$ cat config.mk
export PLATFORM = sky130hd
export DESIGN_NAME = i2c_byte_master
export DESIGN_NICKNAME = d
export VERILOG_FILES = /design/src/rtl/i2c_eng_pkg.sv /design/src/rtl/i2c_rst_sync.sv /design/src/rtl/i2c_rate_decode.sv /design/src/rtl/i2c_phase_timer.sv /design/src/rtl/i2c_byte_master.sv
export SDC_FILE = /design/constraint.sdc
export NUM_CORES = 1
export LEC_CHECK = 0
export CAP_MARGIN = 25
export CORE_ASPECT_RATIO = 1.4
export CORE_MARGIN = 2
export CORE_UTILIZATION = 55
export DETAILED_ROUTE_END_ITERATION = 8
export HOLD_SLACK_MARGIN = 0.02
export PLACE_DENSITY = 0.89
export SLEW_MARGIN = 25
export SYNTH_ARGS = -nofsm -noshare
export SYNTH_HDL_FRONTEND = slang
export SYNTH_SLANG_ARGS = --single-unit
$ cat constraint.sdc
create_clock -name clk -period 2.9 [get_ports clk]
set_input_delay 0.435 -clock clk [delete_from_list [all_inputs] [get_ports clk]]
set_output_delay 0.435 -clock clk [all_outputs]
set_load 0.1 [all_outputs]
$ cat src/rtl/i2c_eng_pkg.sv
package i2c_eng_pkg;

  typedef enum logic [2:0] {
    ST_IDLE,
    ST_HOLD,
    ST_START,
    ST_STOP,
    ST_XFER
  } bus_state_t;

  typedef enum logic [1:0] {
    PH_LOW,
    PH_HIGH,
    PH_HIGH2
  } phase_t;

endpackage

$ cat src/rtl/i2c_rst_sync.sv
module i2c_rst_sync #(
  parameter int STAGES = 2
) (
  input  logic clk,
  input  logic arst_n,
  output logic srst_n
);

  logic [STAGES-1:0] sync_q;

  always_ff @(posedge clk or negedge arst_n) begin
    if (!arst_n) sync_q <= '0;
    else         sync_q <= {sync_q[STAGES-2:0], 1'b1};
  end

  assign srst_n = sync_q[STAGES-1];

endmodule

$ cat src/rtl/i2c_rate_decode.sv
module i2c_rate_decode #(
  parameter int SEL_W      = 3,
  parameter int BASE_EXP   = 5,
  parameter int TOP_CODE   = 6,
  parameter int HIGH_EXTRA = 8,
  parameter int CNT_W      = 11
) (
  input  logic [SEL_W-1:0] sel_i,
  output logic [CNT_W-1:0] low_len_o,
  output logic [CNT_W-1:0] high_len_o
);

  logic [SEL_W-1:0] code;
  logic [CNT_W-1:0] shamt;

  // codes above the top legal value behave as the top value
  assign code       = (sel_i > SEL_W'(TOP_CODE)) ? SEL_W'(TOP_CODE) : sel_i;
  assign shamt      = CNT_W'(BASE_EXP - 1) + CNT_W'(code);
  assign low_len_o  = CNT_W'(1) << shamt;
  assign high_len_o = low_len_o + CNT_W'(HIGH_EXTRA);

endmodule

$ cat src/rtl/i2c_phase_timer.sv
module i2c_phase_timer #(
  parameter int CNT_W = 11
) (
  input  logic             clk,
  input  logic             rst_n,
  input  logic             run_i,
  input  logic [CNT_W-1:0] len_i,
  output logic [CNT_W-1:0] cnt_o,
  output logic             last_o
);

  logic [CNT_W-1:0] cnt_q, cnt_d;

  assign last_o = run_i && (cnt_q == len_i - CNT_W'(1));

  always_comb begin
    if (!run_i || last_o) cnt_d = '0;
    else                  cnt_d = cnt_q + CNT_W'(1);
  end

  always_ff @(posedge clk or negedge rst_n) begin
    if (!rst_n) cnt_q <= '0;
    else        cnt_q <= cnt_d;
  end

  assign cnt_o = cnt_q;

  // a phase never outlasts its programmed length
  assert_cnt_bound_R2: assert property (@(posedge clk) disable iff (!rst_n)
    run_i |-> (cnt_q < len_i));

endmodule

$ cat src/rtl/i2c_byte_master.sv
module i2c_byte_master
  import i2c_eng_pkg::*;
#(
  parameter int SEL_W       = 3,
  parameter int BC_W        = 3,
  parameter int BASE_EXP    = 5,
  parameter int TOP_CODE    = 6,
  parameter int HIGH_EXTRA  = 8,
  parameter int SYNC_STAGES = 2
) (
  input  logic                  clk,
  input  logic                  rst_n,
  input  logic                  ack_en_i,
  input  logic [SEL_W-1:0]      clk_sel_i,
  input  logic                  bc_we_i,
  input  logic [BC_W-1:0]       bc_wdata_i,
  input  logic                  start_i,
  input  logic                  stop_i,
  input  logic                  wr_i,
  input  logic                  rd_i,
  input  logic [(1<<BC_W)-1:0]  tx_data_i,
  input  logic                  sda_i,
  output logic                  scl_oe_o,
  output logic                  sda_oe_o,
  output logic                  busy_o,
  output logic                  done_o,
  output logic                  ack_o,
  output logic [(1<<BC_W)-1:0]  rx_data_o,
  output logic [BC_W-1:0]       bit_cnt_o
);

  localparam int DATA_W = 1 << BC_W;
  localparam int CNT_W  = BASE_EXP + TOP_CODE;
  localparam int LEFT_W = BC_W + 1;

  logic rst_sync_n;

  i2c_rst_sync #(.STAGES(SYNC_STAGES)) u_rst (
    .clk    (clk),
    .arst_n (rst_n),
    .srst_n (rst_sync_n)
  );

  // state
  bus_state_t         state_q, state_d;
  phase_t             phase_q, phase_d;
  logic               scl_rel_q, scl_rel_d;
  logic               sda_rel_q, sda_rel_d;
  logic [DATA_W-1:0]  shift_q, shift_d;
  logic [DATA_W-1:0]  rx_q, rx_d;
  logic [LEFT_W-1:0]  left_q, left_d;
  logic               ack_stage_q, ack_stage_d;
  logic               is_rd_q, is_rd_d;
  logic               ack_en_q, ack_en_d;
  logic [SEL_W-1:0]   sel_q, sel_d;
  logic [BC_W-1:0]    bc_q, bc_d;
  logic               ack_q, ack_d;
  logic               done_q, done_d;

  // rate and phase timing
  logic [CNT_W-1:0] low_len, high_len, tmr_len, tmr_cnt, mid_cnt;
  logic             tmr_last, run;

  i2c_rate_decode #(
    .SEL_W(SEL_W), .BASE_EXP(BASE_EXP), .TOP_CODE(TOP_CODE),
    .HIGH_EXTRA(HIGH_EXTRA), .CNT_W(CNT_W)
  ) u_rate (
    .sel_i      (sel_q),
    .low_len_o  (low_len),
    .high_len_o (high_len)
  );

  assign run     = (state_q == ST_START) || (state_q == ST_STOP) || (state_q == ST_XFER);
  assign tmr_len = (phase_q == PH_LOW) ? low_len : high_len;
  assign mid_cnt = high_len >> 1;

  i2c_phase_timer #(.CNT_W(CNT_W)) u_tmr (
    .clk    (clk),
    .rst_n  (rst_sync_n),
    .run_i  (run),
    .len_i  (tmr_len),
    .cnt_o  (tmr_cnt),
    .last_o (tmr_last)
  );

  // command acceptance with fixed priority
  logic bus_free, acc_start, acc_stop, acc_wr, acc_rd;
  assign bus_free  = (state_q == ST_IDLE) || (state_q == ST_HOLD);
  assign acc_start = start_i && bus_free;
  assign acc_stop  = !start_i && stop_i && (state_q == ST_HOLD);
  assign acc_wr    = !start_i && !stop_i && wr_i && (state_q == ST_HOLD);
  assign acc_rd    = !start_i && !stop_i && !wr_i && rd_i && (state_q == ST_HOLD);

  // SDA level wanted during the low phase of the current step
  logic low_sda;
  always_comb begin
    unique case (state_q)
      ST_START: low_sda = 1'b1;
      ST_STOP:  low_sda = 1'b0;
      ST_XFER:  low_sda = ack_stage_q ? !is_rd_q : (is_rd_q || shift_q[DATA_W-1]);
      default:  low_sda = sda_rel_q;
    endcase
  end

  // next-state logic
  always_comb begin
    state_d     = state_q;
    phase_d     = phase_q;
    scl_rel_d   = scl_rel_q;
    sda_rel_d   = sda_rel_q;
    shift_d     = shift_q;
    rx_d        = rx_q;
    left_d      = left_q;
    ack_stage_d = ack_stage_q;
    is_rd_d     = is_rd_q;
    ack_en_d    = ack_en_q;
    sel_d       = sel_q;
    bc_d        = bc_q;
    ack_d       = ack_q;
    done_d      = 1'b0;

    if (bc_we_i)   bc_d = bc_wdata_i;
    if (acc_start) bc_d = '0;

    unique case (state_q)
      ST_IDLE, ST_HOLD: begin
        if (acc_start) begin
          state_d   = ST_START;
          phase_d   = PH_LOW;
          scl_rel_d = 1'b0;
          sel_d     = clk_sel_i;
        end else if (acc_stop) begin
          state_d = ST_STOP;
          phase_d = PH_LOW;
          sel_d   = clk_sel_i;
        end else if (acc_wr || acc_rd) begin
          state_d     = ST_XFER;
          phase_d     = PH_LOW;
          sel_d       = clk_sel_i;
          ack_en_d    = ack_en_i;
          is_rd_d     = acc_rd;
          shift_d     = tx_data_i;
          rx_d        = '0;
          ack_stage_d = 1'b0;
          left_d      = (bc_q == '0) ? LEFT_W'(DATA_W) : {1'b0, bc_q};
        end
      end
      default: begin
        unique case (phase_q)
          PH_LOW: begin
            // SDA moves one cycle after SCL has fallen
            if (tmr_cnt == '0) sda_rel_d = low_sda;
            if (tmr_last) begin
              scl_rel_d = 1'b1;
              phase_d   = PH_HIGH;
            end
          end
          PH_HIGH: begin
            if ((state_q == ST_XFER) && (tmr_cnt == mid_cnt)) begin
              if (ack_stage_q)  ack_d = sda_i;
              else if (is_rd_q) rx_d  = {rx_q[DATA_W-2:0], sda_i};
            end
            if (tmr_last) begin
              if (state_q == ST_START) begin
                sda_rel_d = 1'b0;
                phase_d   = PH_HIGH2;
              end else if (state_q == ST_STOP) begin
                sda_rel_d = 1'b1;
                phase_d   = PH_HIGH2;
              end else begin
                scl_rel_d = 1'b0;
                phase_d   = PH_LOW;
                if (ack_stage_q) begin
                  state_d = ST_HOLD;
                  done_d  = 1'b1;
                end else begin
                  shift_d = shift_q << 1;
                  left_d  = left_q - LEFT_W'(1);
                  if (left_q == LEFT_W'(1)) begin
                    if (ack_en_q) begin
                      ack_stage_d = 1'b1;
                    end else begin
                      state_d = ST_HOLD;
                      done_d  = 1'b1;
                      ack_d   = 1'b1;
                    end
                  end
                end
              end
            end
          end
          default: begin
            if (tmr_last) begin
              if (state_q == ST_START) begin
                scl_rel_d = 1'b0;
                state_d   = ST_HOLD;
              end else begin
                state_d = ST_IDLE;
              end
              phase_d = PH_LOW;
            end
          end
        endcase
      end
    endcase
  end

  // registers
  always_ff @(posedge clk or negedge rst_sync_n) begin
    if (!rst_sync_n) begin
      state_q     <= ST_IDLE;
      phase_q     <= PH_LOW;
      scl_rel_q   <= 1'b1;
      sda_rel_q   <= 1'b1;
      shift_q     <= '0;
      rx_q        <= '0;
      left_q      <= '0;
      ack_stage_q <= 1'b0;
      is_rd_q     <= 1'b0;
      ack_en_q    <= 1'b0;
      sel_q       <= '0;
      bc_q        <= '0;
      ack_q       <= 1'b1;
      done_q      <= 1'b0;
    end else begin
      state_q     <= state_d;
      phase_q     <= phase_d;
      scl_rel_q   <= scl_rel_d;
      sda_rel_q   <= sda_rel_d;
      shift_q     <= shift_d;
      rx_q        <= rx_d;
      left_q      <= left_d;
      ack_stage_q <= ack_stage_d;
      is_rd_q     <= is_rd_d;
      ack_en_q    <= ack_en_d;
      sel_q       <= sel_d;
      bc_q        <= bc_d;
      ack_q       <= ack_d;
      done_q      <= done_d;
    end
  end

  assign scl_oe_o  = !scl_rel_q;
  assign sda_oe_o  = !sda_rel_q;
  assign busy_o    = run;
  assign done_o    = done_q;
  assign ack_o     = ack_q;
  assign rx_data_o = rx_q;
  assign bit_cnt_o = bc_q;

  // data and acknowledge bits hold steady while SCL is released
  assert_sda_steady_R3: assert property (@(posedge clk) disable iff (!rst_sync_n)
    (state_q == ST_XFER && scl_rel_q && $past(scl_rel_q)) |-> $stable(sda_rel_q));

  // a reading master pulls SDA low through the acknowledge high phase
  assert_rd_ack_low_R5: assert property (@(posedge clk) disable iff (!rst_sync_n)
    (state_q == ST_XFER && ack_stage_q && is_rd_q && scl_rel_q) |-> !sda_rel_q);

  // no acknowledge step is entered when it was not enabled
  assert_no_ack_step_R6: assert property (@(posedge clk) disable iff (!rst_sync_n)
    (state_q == ST_XFER && !ack_en_q) |-> !ack_stage_q);

  // a start clears the bit-count setting
  assert_start_clears_R7: assert property (@(posedge clk) disable iff (!rst_sync_n)
    acc_start |=> (bc_q == '0));

  // the idle bus has both lines released
  assert_idle_free_R8: assert property (@(posedge clk) disable iff (!rst_sync_n)
    (state_q == ST_IDLE) |-> (scl_rel_q && sda_rel_q));

  // done lasts a single cycle and leaves the bus held
  assert_done_single_R9: assert property (@(posedge clk) disable iff (!rst_sync_n)
    done_q |-> (!$past(done_q) && state_q == ST_HOLD));

endmodule

# Word-level counts from Yosys, hierarchy flattened

Index checks and enable logic that the tools add are counted.

Input bits: 23
RAM bits: 0
Bits in read-only memories: 0
Output and inout bits: 16
Flip-flop bits (word level): 51
Bits in latches: 0
Memories: 0
Word-level logic and storage cells: 199

Div/mod/pow operators: 0
Reduce and logical (&&, ||, !) cells: 47
Eq/ne operators: 25
Shift operators: 1
Magnitude comparators: 1
$mul: 0
$add $sub $neg: 5
Multiplexer cells: 101
Bitwise gates (word level): 3

Operators with widths:

| kind                                                                  | count |
|---|---|
| 8-bit two-way mux                                                     | 17 |
| 3-bit two-way mux                                                     | 17 |
| 1-bit two-way mux                                                     | 41 |
| 4-bit two-way mux                                                     | 10 |
| 11-bit two-way mux                                                    | 2 |
| 7-bit AND reduction                                                   | 3 |
| 2-bit two-way mux                                                     | 9 |
| 2-bit by 1-bit != test with 1-bit output, second input constant       | 6 |
| 2-bit nonzero test                                                    | 6 |
| 11-bit by 1-bit adder with 11-bit output, second input constant       | 1 |
| 11-bit by 4-bit adder with 11-bit output, second input constant       | 1 |
| 11-bit by 10-bit equality test with 1-bit output                      | 1 |
| 11-bit equality test                                                  | 1 |
| 1-bit logical AND                                                     | 11 |
| 11-bit logical NOT                                                    | 1 |
| 1-bit by 11-bit << shifter with 11-bit output, first input constant   | 1 |
| 11-bit by 1-bit subtractor with 11-bit output, second input constant  | 1 |
| 2-bit != test, second input constant                                  | 4 |
| 4-bit by 3-bit != test with 1-bit output, second input constant       | 2 |
| 4-bit != test, second input constant                                  | 2 |
| 8-bit AND reduction                                                   | 1 |
| 1-bit logical NOT                                                     | 7 |
| 3-bit by 2-bit equality test with 1-bit output, second input constant | 2 |
| 3-bit logical NOT                                                     | 2 |
| 23 further kinds                                                      | 34 |

# Longest topological paths before layout

Gate-level depths: netlist of the first run.

Depth in word-level cells: 14
Gate-level depth with buffers: 14
Depth with buffers taken out: 12

# Cells and area by module

Synthesis of the first run repeated with hierarchy kept, for this count alone.

Cells, all modules: 357
Area total of the unflattened synthesis: 3474.6 um2

By module, submodules not included:

| module          | times used | cells an instance | area an instance (um2) | seq. area each (um2) |
|---|---|---|---|---|
| i2c_byte_master | 1          | 214               | 2190.9                 | 954.7 |
| i2c_phase_timer | 1          | 116               | 1054.8                 | 275.3 |
| i2c_rate_decode | 1          | 24                | 175.2                  | 0.0 |
| i2c_rst_sync    | 1          | 3                 | 53.8                   | 50.0 |

# Worst setup path after synthesis of the first run

Ideal clock, no wire load.

Path kind: register to register
Start: reg sel_q[1]
End: reg state_q[0]
Setup slack: -0.162 ns
Library setup time: 0.125 ns
Arrival time: 2.937 ns
Buffers on the path: 1
Cell stages (with the launch flop): 13
Required time: 2.775 ns
Period minus slack after synthesis: 3.062 ns
Cell sequence: dfrtp_1 -> ha_1 -> buf_4 -> or2_1 -> nor3_1 -> inv_1 -> ha_1 -> and4bb_1 -> o211ai_1 -> a311oi_4 -> nand4_1 -> a21oi_1 -> mux2_2

Longest elaborated chain between the ends: 11

RTL lines:

| item                                            | RTL line               | source |
|---|---|---|
| start, declared                                 | i2c_byte_master.sv:55  | `logic [SEL_W-1:0] sel_q, sel_d;` |
| start signal, assigned                          | i2c_byte_master.sv:236 | `sel_q <= sel_d;` |
| 3-bit > comparator                              | i2c_rate_decode.sv:17  | `assign code = (sel_i > SEL_W'(TOP_CODE)) ? SEL_W'(TOP_CODE) : sel_i;` |
| 3-bit two-way mux *                             | i2c_rate_decode.sv:17  |  |
| 3-bit by 3-bit adder with 4-bit output *        | i2c_rate_decode.sv:18  | `assign shamt = CNT_W'(BASE_EXP - 1) + CNT_W'(code);` |
| 1-bit by 11-bit << shifter with 11-bit output * | i2c_rate_decode.sv:19  | `assign low_len_o = CNT_W'(1) << shamt;` |
| 11-bit by 4-bit adder with 11-bit output        | i2c_rate_decode.sv:20  | `assign high_len_o = low_len_o + CNT_W'(HIGH_EXTRA);` |
| 11-bit two-way mux *                            | i2c_byte_master.sv:74  | `assign tmr_len = (phase_q == PH_LOW) ? low_len : high_len;` |
| 11-bit by 1-bit subtractor with 11-bit output * | i2c_phase_timer.sv:14  | `assign last_o = run_i && (cnt_q == len_i - CNT_W'(1));` |
| 11-bit equality test *                          | i2c_phase_timer.sv:14  |  |
| 1-bit logical AND *                             | i2c_phase_timer.sv:14  |  |
| 2-bit nonzero test (no line) *                  | n/a                    |  |
| 7-bit AND reduction (no line) *                 | n/a                    |  |
| end signal, assigned                            | i2c_byte_master.sv:226 | `state_q <= state_d;` |
| end, declared                                   | i2c_byte_master.sv:45  | `bus_state_t state_q, state_d;` |

Every way passes the cells marked *; elsewhere a longest branch is shown, timed or not.
A chain may end at the register's enable or synchronous reset.

# Worst setup path in the final report of the first run

Start: reg sel_q[1]
End: reg shift_q[1]

Longest elaborated chain between the ends: 11

RTL lines:

| item                                            | RTL line               | source |
|---|---|---|
| 3-bit > comparator                              | i2c_rate_decode.sv:17  |  |
| 3-bit two-way mux *                             | i2c_rate_decode.sv:17  |  |
| 3-bit by 3-bit adder with 4-bit output *        | i2c_rate_decode.sv:18  |  |
| 1-bit by 11-bit << shifter with 11-bit output * | i2c_rate_decode.sv:19  |  |
| 11-bit by 4-bit adder with 11-bit output        | i2c_rate_decode.sv:20  |  |
| 11-bit two-way mux *                            | i2c_byte_master.sv:74  |  |
| 11-bit by 1-bit subtractor with 11-bit output * | i2c_phase_timer.sv:14  |  |
| 11-bit equality test *                          | i2c_phase_timer.sv:14  |  |
| 1-bit logical AND *                             | i2c_phase_timer.sv:14  |  |
| 2-bit nonzero test (no line) *                  | n/a                    |  |
| 8-bit AND reduction (no line) *                 | n/a                    |  |
| end signal, assigned                            | i2c_byte_master.sv:230 | `shift_q <= shift_d;` |
| end, declared                                   | i2c_byte_master.sv:49  | `logic [DATA_W-1:0] shift_q, shift_d;` |

Marks and branches as above.

==> results of run 1 <==
[synthesized netlist by cell type, types with 3 or more instances]
cell type / count
nand3_1: 12
mux2i_1: 6
nor2_1: 27
o21ai_1: 3
clkbuf_1: 7
buf_6: 4
inv_1: 14
a21oi_1: 16
xor2_1: 7
and3_1: 7
nor3_1: 7
clkbuf_8: 3
mux2_2: 3
o211ai_1: 4
nand2_1: 25
nor4_1: 4
xnor2_1: 14
ha_1: 10
nand4_1: 4
a22o_1: 8
a2bb2oi_1: 9
o21ai_0: 10
o22ai_1: 11
dfstp_2: 3
dfrtp_1: 48
or3_1: 3
[cell families after synthesis]
family,Yosys count
simple gates,118
buf+inv,35
xor+xnor,21
fa+ha+maj,10
compound gates,77
other cells,1
mux,10
flops,51
[critical path: cells and delay by family (launching register included)]
| family | cells | cell delay, ps |
|---|---|---|
| AOI/OAI and AO/OA | 4 | 1110 |
| adders and majority gates | 2 | 370 |
| buffers and inverters | 1 | 60 |
| DFF | 1 | 400 |
| and+or+nand+nor | 5 | 980 |
[state kept, by name, indices dropped and copies added, names as in the netlist, 2 cells and up]
name	count
u_rst.sync_q	2
rx_data_o	8
phase_q	2
state_q	3
u_tmr.cnt_o	11
shift_q	8
sel_q	3
left_q	4
bit_cnt_o	3
[stage by stage]
stage	TNS, ps	worst slack [ps]	util [%]	area, um2	total power [W]
5_1_grt	-4370	-222	70.1	3900	0.00140
4_1_cts	0	0.552	66.4	3690	0.00134
3_5_place_dp	-121	-42.2	64.5	3590	0.000936
3_3_place_gp	0	66.0	64.5	3590	0.000932
6_report	-973	-113	70.1	3900	0.00135
2_1_floorplan	0	2.22	-	3220	0.000876
[per-layer routing]
metal,up-vias,part of all wire (%)
met4,0,4.3
met5,-,0
met3,36,4.0
met1,1358,37
li1,1264,-
met2,97,55
[report_power, final]
group	internal [W]	switching [W]
sequential	0.000722	0.0000289
clock	0.000171	0.000243
combinational	0.0000796	0.000105
[repair_timing]
action,CTS,global route
gates cloned,0,2
hold buffers,0,0
setup endpoints to repair,14,28
resized for setup,2,29
pin swaps,4,17
buffers inserted,2,1
[placed cells by master (no fill, tap or decap), drive strengths merged, types with 2 or more instances in the layout]
cell	count
ha	10
o22ai	11
mux2i	6
clkinv	2
a2bb2oi	10
nand4	5
buf	31
nor2	27
or2	3
dfrtp	48
nor3	10
a22o	8
mux2	4
nor3b	3
nand3	12
xor2	7
and4b	2
o21ai	15
a21boi	2
o211ai	4
xnor2	14
nor4b	2
inv	15
nor4	6
dfstp	3
clkbuf	7
nand2	25
a21oi	16
or3	4
and3	8
clkdlybuf4s50	22
[final cells by class]
type,count,area share [%]
multi-input cells,238,48.6
flip-flops and latches,51,32.9
repair buffers,54,12.5
well taps,68,2.18
clock buffers,6,1.86
inverters,15,1.51
clock inverters,2,0.353
[worst max-delay path by stage]
stage	from	end	slack, ps
floorplan	sel_q[1]	state_q[0]	2
global placement	sel_q[2]	left_q[3]	70
detailed placement	sel_q[2]	left_q[3]	-40
CTS	sel_q[1]	left_q[3]	0.6
global route	sel_q[1]	shift_q[1]	-220
finish	sel_q[1]	shift_q[1]	-110
==> out/summary.txt, run 1 <==
vias post-DR: 2,755
busiest grt layer: met2
maximum vdd ir drop: 0.375 mV
CP Class: reg -> reg
largest net degree at the start of global routing: 50
dominant cell type by area after synthesis: dfrtp_1
Reg area: 0.00128 mm2
detailed-placement wirelength estimate: 5.58 mm
number of fill cells: 399
Core Area: 0.00557 mm2
Least-Margin Pin Slew: 629 ps
Non-Filler Instances: 434
Period minus WS final: 3010 ps
CP Capture Type: flip-flop
area grow syn2layout: 22.0%
Max Cap Violations: 0
cell depth of the worst flop-to-flop path: 12
row count: 32
Clock Tree Buf Depth: 2
DR pass1 iterations: 4
sequential area share after synthesis: 40.1%
share of the synthesized area in the top cell type: 37.6%
GR Util met1: 30.3%
main combinational cell family by area after synthesis: simple AND/OR/NAND/NOR gates
Data arrival, critical path: 3240 ps
synthesized instance count: 323
PwrDens: 346 mW/mm2
slowest cell delay on critical path: 440 ps
number of distinct library cells after synthesis: 72
Slew headroom: 58.1%
Synth Area in Adders: 3.92%
routability cong.: 1.00
All-Layer GR Usage: 24.8%
DRC Markers: 0
DR iter-0 viols: 203
Post-synth EDFFs: 0
chip height: 94.2 um
FF-to-FF End: shift_q[1]
layout cells sized above 1: 24.0%
Post-Route WL: 8.38 mm
dpl cells: 421
f_max: 0.332 GHz
Final Max Tran Viols: 0
RSZ-0062 raised after global routing: true
Layout Skew: 8.68 ps
crit-path max FO: 7
ant diodes: 0
Num CTS Buffers: 5
r2r setup slk: -110 ps
Worst-Skew Late Latency: 310 ps
complex-gate fraction of the synthesized area: 17.6%
Ports: 39
failing checks: negative setup slack
FF+latch count, synth: 51
dominant synthesized flop cell: dfrtp_1
CTS H-Tree Depth: 2
Die ar.: 0.00644 mm2
startpoint types: flip-flop
Hold Fails Final Rpt: 0
initial antenna violation count: 0
clk root buf: clkbuf_8
status: complete, but fails checks
CTS tree: yes
Leak: 1.65 nW
Setup Viol. Count Final: 21
YS warnings: 0
clk sinks: 51
WP data required: 3120 ps
total gr overflow: 0
met2 Use GR: 43.0%
global-route wire length before repair: 12.1 mm
post-DR wirelength/cell: 19.3 um
Chip Width: 68.4 um
vias per cell: 6.35
port bufs: 38
Async SR Flop Fraction: 100%
setup ws final: -113 ps
Post-Syn Area: 0.00320 mm2
met3 Track Usage GR: 3.84%
Hold Slack: 285 ps
Starting Density: 57.4%
final period utilization: 104%
vias in the first global route: 2,551
Syn Area/Cell: 9.89 um2
multiplexer share of the synthesized area: 3.41%
area occupied by multi-input gates: 0.00190 mm2
CTS clk-pin slew, worst paths: 100 ps
nets: 398
synthesized-area fraction occupied by and/or/nand/nor cells: 22.6%
crit-path cells: ha_2, or2_4, nor3_4, inv_2, ha_4, nor3b_4, o21ai_1, nand2_1, a311oi_4, nand4_4, a21boi_4, a2bb2oi_1
post-route ant nets: 0
Mapped Nets: 356
Synth Area in XOR/XNOR: 5.76%
Reg-to-Reg Start: sel_q[1]
Hold Path Class: in -> async
slowest cell on the critical path: a311oi_4
top post-synthesis cells by area: dfrtp_1 (38%), ha_1 (3.9%), xnor2_1 (3.8%)
(Power assumes the default switching activity.)
==> run 2, diff against run 1 <==
Settings changed: PLACE_DENSITY 0.89 to 0.79.
==> run 2 against run 1 <==
Effect of this change: the run still ends with negative setup slack left; clock-buffer cell count did not move; non-clock buffer count increased by 7; sequential share of layout area rose by 0.50 points; fmax grew 2.2%; via count decreased by 4.1%; critical path type unchanged; largest power group unchanged.
==> out/summary.txt, run 2 (synthesis results as in run 1) <==
Clock Tree Buf Depth: 2 (unchanged)
Starting Density: 57.4% (unchanged)
nets: 405 (+1.8%)
post-DR wirelength/cell: 16.6 um (-14%)
number of fill cells: 454 (+14%)
area occupied by multi-input gates: 0.00179 mm2 (-5.4%)
clk sinks: 51 (unchanged)
startpoint types: flip-flop
RSZ-0062 raised after global routing: true
FF-to-FF End: phase_q[0]
clk root buf: clkbuf_8
port bufs: 38 (unchanged)
final period utilization: 102% (-2.3 points)
Non-Filler Instances: 441 (+1.6%)
Hold Path Class: in -> async
dpl cells: 426 (+1.2%)
Core Area: 0.00557 mm2 (unchanged)
Leak: 1.66 nW (+1.0%)
DR iter-0 viols: 154 (-24%)
Data arrival, critical path: 3140 ps (-100 ps)
Ports: 39 (unchanged)
CTS clk-pin slew, worst paths: 100 ps (about the same)
Final Max Tran Viols: 0 (unchanged)
vias post-DR: 2,642 (-4.1%)
area grow syn2layout: 20.2%
commonest non-fill, non-tap cells in the layout: dfrtp_1 (47), buf_4 (37), nor2_1 (27)
maximum vdd ir drop: 0.290 mV (-23%)
initial antenna violation count: 0 (unchanged)
Post-Route WL: 7.33 mm (-13%)
cell depth of the worst flop-to-flop path: 13 (+1)
All-Layer GR Usage: 25.2% (+0.31 points)
Largest register FFs: 11 (unchanged)
status: complete, but fails checks
vias per cell: 5.99 (-5.6%)
Slew headroom: 57.3% (-0.71 points)
largest net degree at the start of global routing: 50 (unchanged)
Worst-Skew Late Latency: 310 ps (about the same)
PwrDens: 360 mW/mm2 (+4.0%)
chip height: 94.2 um (unchanged)
Die ar.: 0.00644 mm2 (unchanged)
crit-path max FO: 10 (+3)
ant diodes: 0 (unchanged)
Max Cap Violations: 0 (unchanged)
r2r setup slk: -50 ps (+70 ps)
CP Capture Type: flip-flop
Setup Viol. Count Final: 3 (-86%)
Least-Margin Pin Slew: 633 ps (+4.01 ps)
Reg area: 0.00128 mm2 (unchanged)
DRC Markers: 0 (unchanged)
row count: 32 (unchanged)
Layout Skew: 12.5 ps (+3.85 ps)
vias in the first global route: 2,587 (+1.4%)
layout cells sized above 1: 23.1% (-0.99 points)
total gr overflow: 0 (unchanged)
global-route wire length before repair: 12.2 mm (+0.96%)
detailed-placement wirelength estimate: 5.34 mm (-4.3%)
CTS tree: yes
Chip Width: 68.4 um (unchanged)
Reg-to-Reg Start: sel_q[2]
CP Class: reg -> reg
failing checks: negative setup slack
post-route ant nets: 0 (unchanged)
DR pass1 iterations: 5 (+1)
routability cong.: 0.955 (-4.9%)
commonest non-fill, non-tap cell in the layout: dfrtp_1
Period minus WS final: 2950 ps (-65.9 ps)
WP data required: 3090 ps (-30 ps)
Hold Fails Final Rpt: 0 (unchanged)
crit path launch: sel_q[2]
setup ws final: -46.8 ps (+65.9 ps)
Overall Power: 0.00138 W (+2.4%)
CTS H-Tree Depth: 2 (unchanged)
f_max: 0.339 GHz (+2.2%)
Num CTS Buffers: 5 (unchanged)
[run 2: area by class of cell]
cell class / instances / share of cell area [%]
Sequential cell: 51 / 33.4
Clock inverter: 2 / 0.424
Timing Repair Buffer: 61 / 13.6
Inverter: 15 / 1.53
Clock buffer: 6 / 2.15
Multi-Input combinational cell: 238 / 46.7
Tap cell: 68 / 2.22
[run 2: stage by stage]
| step | area [um2] | TNS (ps) | utilization, % | hold WS, ps | setup WS (ps) |
|---|---|---|---|---|---|
| 2_1_floorplan | 3220 | 0 | - | 139 | 2.22 |
| 3_5_place_dp | 3630 | -396 | 65.2 | 338 | -44.6 |
| 5_1_grt | 3840 | -3250 | 69.0 | 271 | -225 |
| 3_3_place_gp | 3620 | 0 | 65.1 | 338 | 57.3 |
| 6_report | 3840 | -90.2 | 69.0 | 274 | -46.8 |
| 4_1_cts | 3790 | -29.2 | 68.1 | 277 | -27.2 |
[run 2: repair_timing]
item                                    CTS  global route
resized for setup                         6             9
hold buffers                              0             0
pin swaps                                11            16
endpoints found under the setup margin   16            31
cloned                                    0             1
setup buffers                             5             1
[run 2: worst max-delay path, cell delays in order, from the launching register on]
cell	delay, ps
dfrtp_1	400
ha_2	190
or2_4	240
nor3_4	180
inv_2	70
ha_4	170
nor3b_4	150
o21ai_1	140
nand2_1	110
a311oi_4	440
nand4_4	250
buf_6	230
a21oi_1	160
o22ai_1	100
[run 2: how the worst max path moves through the flow]
stage                       endpoint  cells after the start
after global placement     left_q[3]                     12
after detailed placement  shift_q[2]                     12
final                     phase_q[0]                     13
after floorplan           state_q[0]                     13
after global routing      shift_q[7]                     13
after CTS                 state_q[0]                     12
[run 2: power breakdown]
part	internal (W)	switching, W
Clock	0.000195	0.000252
Sequential	0.000722	0.0000256
Combinational	0.0000849	0.000103
Total	0.00100	0.000380
[run 2: layer usage]
metal	track usage, %	up-vias	part of all wire [%]
met5	0	-	0
met2	42.0	56	54
met3	3.84	23	2.2
met1	31.1	1302	41
met4	11.5	0	3.3
li1	-	1261	-
